==> src/rtl/ptmr_pkg.sv <==
package ptmr_pkg;
    typedef enum logic [1:0] {
        SEL_CTRL = 2'd0,
        SEL_PSC  = 2'd1,
        SEL_ARR  = 2'd2,
        SEL_STAT = 2'd3
    } reg_sel_e;

    typedef enum logic {
        ST_HALT  = 1'b0,
        ST_COUNT = 1'b1
    } run_state_e;

    localparam int CTRL_EN_BIT   = 0;
    localparam int CTRL_IE_BIT   = 1;
    localparam int STAT_FLAG_BIT = 0;
endpackage

==> src/rtl/ptmr_run_fsm.sv <==
module ptmr_run_fsm
    import ptmr_pkg::*;
(
    input  logic clk,
    input  logic rst_n,
    input  logic ctrl_wr,
    input  logic en_bit,
    output logic run,
    output logic halt
);
    run_state_e state_q, state_d;

    always_comb begin
        state_d = state_q;
        unique case (state_q)
            ST_HALT:  if (ctrl_wr && en_bit)  state_d = ST_COUNT;
            ST_COUNT: if (ctrl_wr && !en_bit) state_d = ST_HALT;
        endcase
    end

    always_ff @(posedge clk) begin
        if (!rst_n) state_q <= ST_HALT;
        else        state_q <= state_d;
    end

    always_comb begin
        run  = (state_q == ST_COUNT);
        halt = ctrl_wr && !en_bit;
    end
endmodule

==> src/rtl/ptmr_prescaler.sv <==
module ptmr_prescaler #(
    parameter int W = 32
) (
    input  logic         clk,
    input  logic         rst_n,
    input  logic         run,
    input  logic         halt,
    input  logic         reload,
    input  logic [W-1:0] div_in,
    output logic         tick
);
    logic [W-1:0] div_q;
    logic [W-1:0] pcnt_q;

    assign tick = run && !halt && (pcnt_q == div_q);

    always_ff @(posedge clk) begin
        if (!rst_n) begin
            div_q  <= '0;
            pcnt_q <= '0;
        end else begin
            if (!run || reload) div_q <= div_in;
            if (!run || halt)   pcnt_q <= '0;
            else if (tick)      pcnt_q <= '0;
            else                pcnt_q <= pcnt_q + 1'b1;
        end
    end
endmodule

==> src/rtl/ptmr_wrap_counter.sv <==
module ptmr_wrap_counter #(
    parameter int W = 32
) (
    input  logic         clk,
    input  logic         rst_n,
    input  logic         run,
    input  logic         halt,
    input  logic         tick,
    input  logic [W-1:0] lim_in,
    output logic [W-1:0] cnt_o,
    output logic         evt_o
);
    logic [W-1:0] lim_q;
    logic [W-1:0] cnt_q;

    assign evt_o = tick && (cnt_q == lim_q);
    assign cnt_o = cnt_q;

    always_ff @(posedge clk) begin
        if (!rst_n) begin
            lim_q <= '0;
            cnt_q <= '0;
        end else begin
            if (!run || evt_o) lim_q <= lim_in;
            if (!run || halt)  cnt_q <= '0;
            else if (evt_o)    cnt_q <= '0;
            else if (tick)     cnt_q <= cnt_q + 1'b1;
        end
    end
endmodule

==> src/rtl/periodic_tick_timer.sv <==
module periodic_tick_timer
    import ptmr_pkg::*;
#(
    parameter int CNT_W = 32
) (
    input  logic             clk,
    input  logic             rst_n,
    input  logic             wr_en,
    input  logic [1:0]       wr_sel,
    input  logic [CNT_W-1:0] wr_data,
    output logic [CNT_W-1:0] count_o,
    output logic             update_o,
    output logic             irq_o
);
    logic             ctrl_wr, clr_req;
    logic             run, halt, tick, evt;
    logic [CNT_W-1:0] psc_pend, arr_pend;
    logic             ie_q, flag_q, upd_q;

    assign ctrl_wr = wr_en && (wr_sel == SEL_CTRL);
    assign clr_req = wr_en && (wr_sel == SEL_STAT) && !wr_data[STAT_FLAG_BIT];

    ptmr_run_fsm u_fsm (
        .clk     (clk),
        .rst_n   (rst_n),
        .ctrl_wr (ctrl_wr),
        .en_bit  (wr_data[CTRL_EN_BIT]),
        .run     (run),
        .halt    (halt)
    );

    ptmr_prescaler #(.W(CNT_W)) u_psc (
        .clk    (clk),
        .rst_n  (rst_n),
        .run    (run),
        .halt   (halt),
        .reload (evt),
        .div_in (psc_pend),
        .tick   (tick)
    );

    ptmr_wrap_counter #(.W(CNT_W)) u_cnt (
        .clk    (clk),
        .rst_n  (rst_n),
        .run    (run),
        .halt   (halt),
        .tick   (tick),
        .lim_in (arr_pend),
        .cnt_o  (count_o),
        .evt_o  (evt)
    );

    always_ff @(posedge clk) begin
        if (!rst_n) begin
            psc_pend <= '0;
            arr_pend <= '0;
            ie_q     <= 1'b0;
            flag_q   <= 1'b0;
            upd_q    <= 1'b0;
        end else begin
            if (wr_en && wr_sel == SEL_PSC) psc_pend <= wr_data;
            if (wr_en && wr_sel == SEL_ARR) arr_pend <= wr_data;
            if (ctrl_wr) ie_q <= wr_data[CTRL_IE_BIT];
            if (evt)          flag_q <= 1'b1;
            else if (clr_req) flag_q <= 1'b0;
            upd_q <= evt;
        end
    end

    assign update_o = upd_q;
    assign irq_o    = flag_q && ie_q;
endmodule

==> config.mk <==
export PLATFORM = sky130hd
export DESIGN_NAME = periodic_tick_timer
export DESIGN_NICKNAME = d
export VERILOG_FILES = /design/src/rtl/ptmr_pkg.sv /design/src/rtl/ptmr_run_fsm.sv /design/src/rtl/ptmr_prescaler.sv /design/src/rtl/ptmr_wrap_counter.sv /design/src/rtl/periodic_tick_timer.sv
export SDC_FILE = /design/constraint.sdc
export NUM_CORES = 1
export LEC_CHECK = 0
export ABC_AREA = 1
export BUFFER_PORTS_ARGS = -buffer_cell sky130_fd_sc_hd__buf_2
export CAP_MARGIN = 20
export CORE_MARGIN = 4
export CORE_UTILIZATION = 36
export DETAILED_ROUTE_END_ITERATION = 6
export HOLD_SLACK_MARGIN = 0.12
export PLACE_DENSITY_LB_ADDON = 0.3
export SYNTH_ARGS = -nofsm -noshare
export SYNTH_HDL_FRONTEND = slang
export SYNTH_HIERARCHICAL = 1
export SYNTH_SLANG_ARGS = --single-unit
==> constraint.sdc <==
create_clock -name clk -period 3.6 [get_ports clk]
set_input_delay 0.36 -clock clk [delete_from_list [all_inputs] [get_ports clk]]
set_output_delay 0.36 -clock clk [all_outputs]
set_load 0.02 [all_outputs]
==> run summary <==
Status = finished, final reports clean
Core Rows = 60
DRC = 0
Max Slew Vio Count = 0
P_leak = 5.03 nW
CP bufs+invs = 4
Required time worst endpoint = 3.96 ns
CP delay by family, top = simple AND/OR/NAND/NOR gates
Routability congestion estimate = 0.893
Detail Placement HPWL = 20000 um
Mapped Cells = 1551
Peak supply drop = 0.341 mV
Highest clock rate = 329 MHz
Post-CTS setup buffers = 0
Slew @ Worst Pin = 0.780 ns
Critical path startpoint category = flip-flop
Dpl cells = 1948
Tmin final = 3.04 ns
Avg Vias per Cell = 4.55
Top-area cell type share of the netlist area = 39.2%
Hold Path End = psc_pend[8]
CTS root buf = clkbuf_16
Final Skew = 0.00899 ns
Critical Path AT = 3.40 ns
Final Cycle Share = 84.4%
Hold Path Origin = wr_data[8]
Post-synth EDFFs = 0
Synth warn = 6
Iteration-0 DRC Markers = 599
Grt ovf = 0
Worst r2r dst = u_psc/div_q[1]
Routed WL = 26600 um
Layout cells sized above 1 = 9.20%
Total GRT Usage = 17.4%
CP most frequent cell = nor2_1
MaxCap Viol Count = 0
Largest net degree at the start of global routing = 74
Slew margin rel. = 48.0%
Initial Util = 36.8%
Final Hold Fails = 0
Die span in x = 175 um
Hold Path Class = in -> reg
Power Density = 414 mW/mm^2
Crit-path max cell delay = 0.43 ns
DRT Pass-1 Iters = 5
Setup_tns = 0 ns
Most frequent cell after synthesis = nand2_1
Clk_lat worst skew = 0.43 ns
CP max stage cell = dfxtp_1
Layout Cells excl Fill = 1980
Area growth, synth to finish = 11.2%
First-pass GRT wire length = 43400 um
Worst Setup End Kind = flip-flop
Antenna cells = 0
PortBufs = 70
Worst r2r src = u_psc/pcnt_q[26]
Die Y = 175 um
R2R depth = 18
Synth cell count leaders = 419 x nand2_1, 328 x nor2_1, 234 x inv_1, 196 x dfxtp_1, 61 x nand3_1
Inserted Clock Buffers = 17
Cts hold-fix bufs = 0
Vias = 9008
Antenna Nets Post-Route = 0
Boundary Pins = 71
Initial antenna violation count = 1
Vias in the first global route = 8400
Leading area contributor after synthesis = dfxtp_1
Die footprint = 0.0305 mm^2
Mapped cell area = 0.0100 mm^2
Yosys cell types = 36
Worst R2R Setup Slack = 0.56 ns
RSZ-0062 raised after global routing = false
Clock transition at the registers of the reported paths = 0.08 ns
CTS sink cnt = 196
Nets = 1634
H-Tree Depth = 4
Post-cts resize count = 0
Critical path class = reg -> reg
CTS max path bufs = 2
Area contributors post-synth = dfxtp_1 39%, nand2_1 16%, nor2_1 12%
Async SR Flop Fraction = 0%
Critical path, cell by cell = inv_1 > nand2_1 > nand2_1 > inv_1 > nand2_1 > nor2_1 > nand2_1 > nor2_1 > nand3_2 > inv_1 > nand3_1 > nor2_1 > nand4_1 > nor2_1 > nor2_2 > inv_1 > nor2_1 > nor2_1
WHS Path Cells = 3
Net Count, Synth = 1590
Sequential area share after synthesis = 39.2%
Crit-path max FO = 21
Core area = 0.0272 mm^2
TritonCTS clock tree = built
Mean Syn Cell Area = 6.45 um^2
Yosys reg bits = 196
Ys flop type = dfxtp_1
WL per Instance = 13.4 um
Final setup fails = 0
-- layer usage --
| metal | up-vias | GRT usage (%) | wire length, um |
|---|---|---|---|
| met4 | 2 | 4.65 | 392 |
| li1 | 4760 | - | - |
| met5 | - | 0 | 12 |
| met3 | 27 | 2.44 | 1100 |
| met2 | 186 | 26.4 | 11200 |
| met1 | 4033 | 25.8 | 13900 |
-- placed cells by master, fill, tap and decap left out, types with 17 or more instances in the layout --
master and count:
nand2_1 419, nor2_1 327, inv_1 234, dfxtp_1 195, buf_2 69, nand3_1 60, a21oi_1 52, xor2_1 46
o21ai_0 37, nor3_1 29, nand4_1 20, xnor2_1 20, clkbuf_16 17
-- power by group --
group | switching (mW) | total, mW | leakage, nW | internal (mW)
sequential | 0.0491 | 2.30 | 1.59 | 2.25
combinational | 0.256 | 0.399 | 3.14 | 0.143
clock | 0.912 | 1.91 | 0.286 | 0.998
total | 1.22 | 4.60 | 5.03 | 3.39
-- flip-flops by register name (all words and copies together) (netlist names), named ones only --
name	cells
u_psc/div_q	32
ie_q	1
arr_pend	32
u_cnt/lim_q	32
u_cnt/cnt_o	32
update_o	1
psc_pend	32
u_psc/pcnt_q	32
flag_q	1
-- tightest hold or removal path: stages --
cell,delay [ns]
buf_2,0.09
nor2_1,0.04
nor2_1,0.08
-- cells by family (layout without fill, tap and decap cells) --
| kind of cell | after synthesis | in the layout | share of synthesized area (%) |
|---|---|---|---|
| flip-flops | 196 | 196 | 39.2 |
| AO/OA/AOI/OAI | 95 | 95 | 4.93 |
| buffers and inverters | 297 | 354 | 12.6 |
| XOR/XNOR | 66 | 66 | 5.78 |
| adder cells (fa/ha/maj) | 2 | 2 | 0.250 |
| AND/OR/NAND/NOR | 895 | 895 | 37.2 |
-- worst max-delay path by stage --
| stage | cells after the start | slack [ns] | start | endpoint |
|---|---|---|---|---|
| detailed placement | 20 | 0.29 | wr_en | u_psc/div_q[1] |
| floorplan | 20 | 0.98 | wr_en | u_psc/div_q[10] |
| global route | 18 | 0.19 | u_psc/pcnt_q[26] | u_psc/div_q[23] |
| global placement | 20 | 0.40 | wr_en | u_psc/div_q[4] |
| finish | 18 | 0.56 | u_psc/pcnt_q[26] | u_psc/div_q[1] |
| CTS | 18 | 0.55 | u_psc/pcnt_q[26] | u_psc/div_q[1] |
-- per-stage QoR --
stage / cell area, um^2 / power, mW / worst slack (ns) / util, % / hold slack (ns)
after CTS: 11100 / 4.65 / 0.552 / 40.9 / 0.156
after floorplan: 10000 / 2.63 / 0.982 / - / 0.440
after detailed placement: 10500 / 2.74 / 0.286 / 38.8 / 0.461
after global routing: 11100 / 4.80 / 0.190 / 40.9 / 0.174
final: 11100 / 4.60 / 0.562 / 40.9 / 0.177
after global placement: 10500 / 2.74 / 0.400 / 38.8 / 0.455
-- final cells by class --
| class | instances | area (um^2) |
|---|---|---|
| clock buffer | 18 | 439 |
| sequential | 196 | 3930 |
| inverter | 244 | 917 |
| clock inverter | 14 | 140 |
| timing repair buffer | 78 | 413 |
| tap | 372 | 465 |
| multi-input combinational | 1058 | 4820 |
| fill | 2982 | 16100 |
No activity file was read; power rests on OpenSTA's default activity.
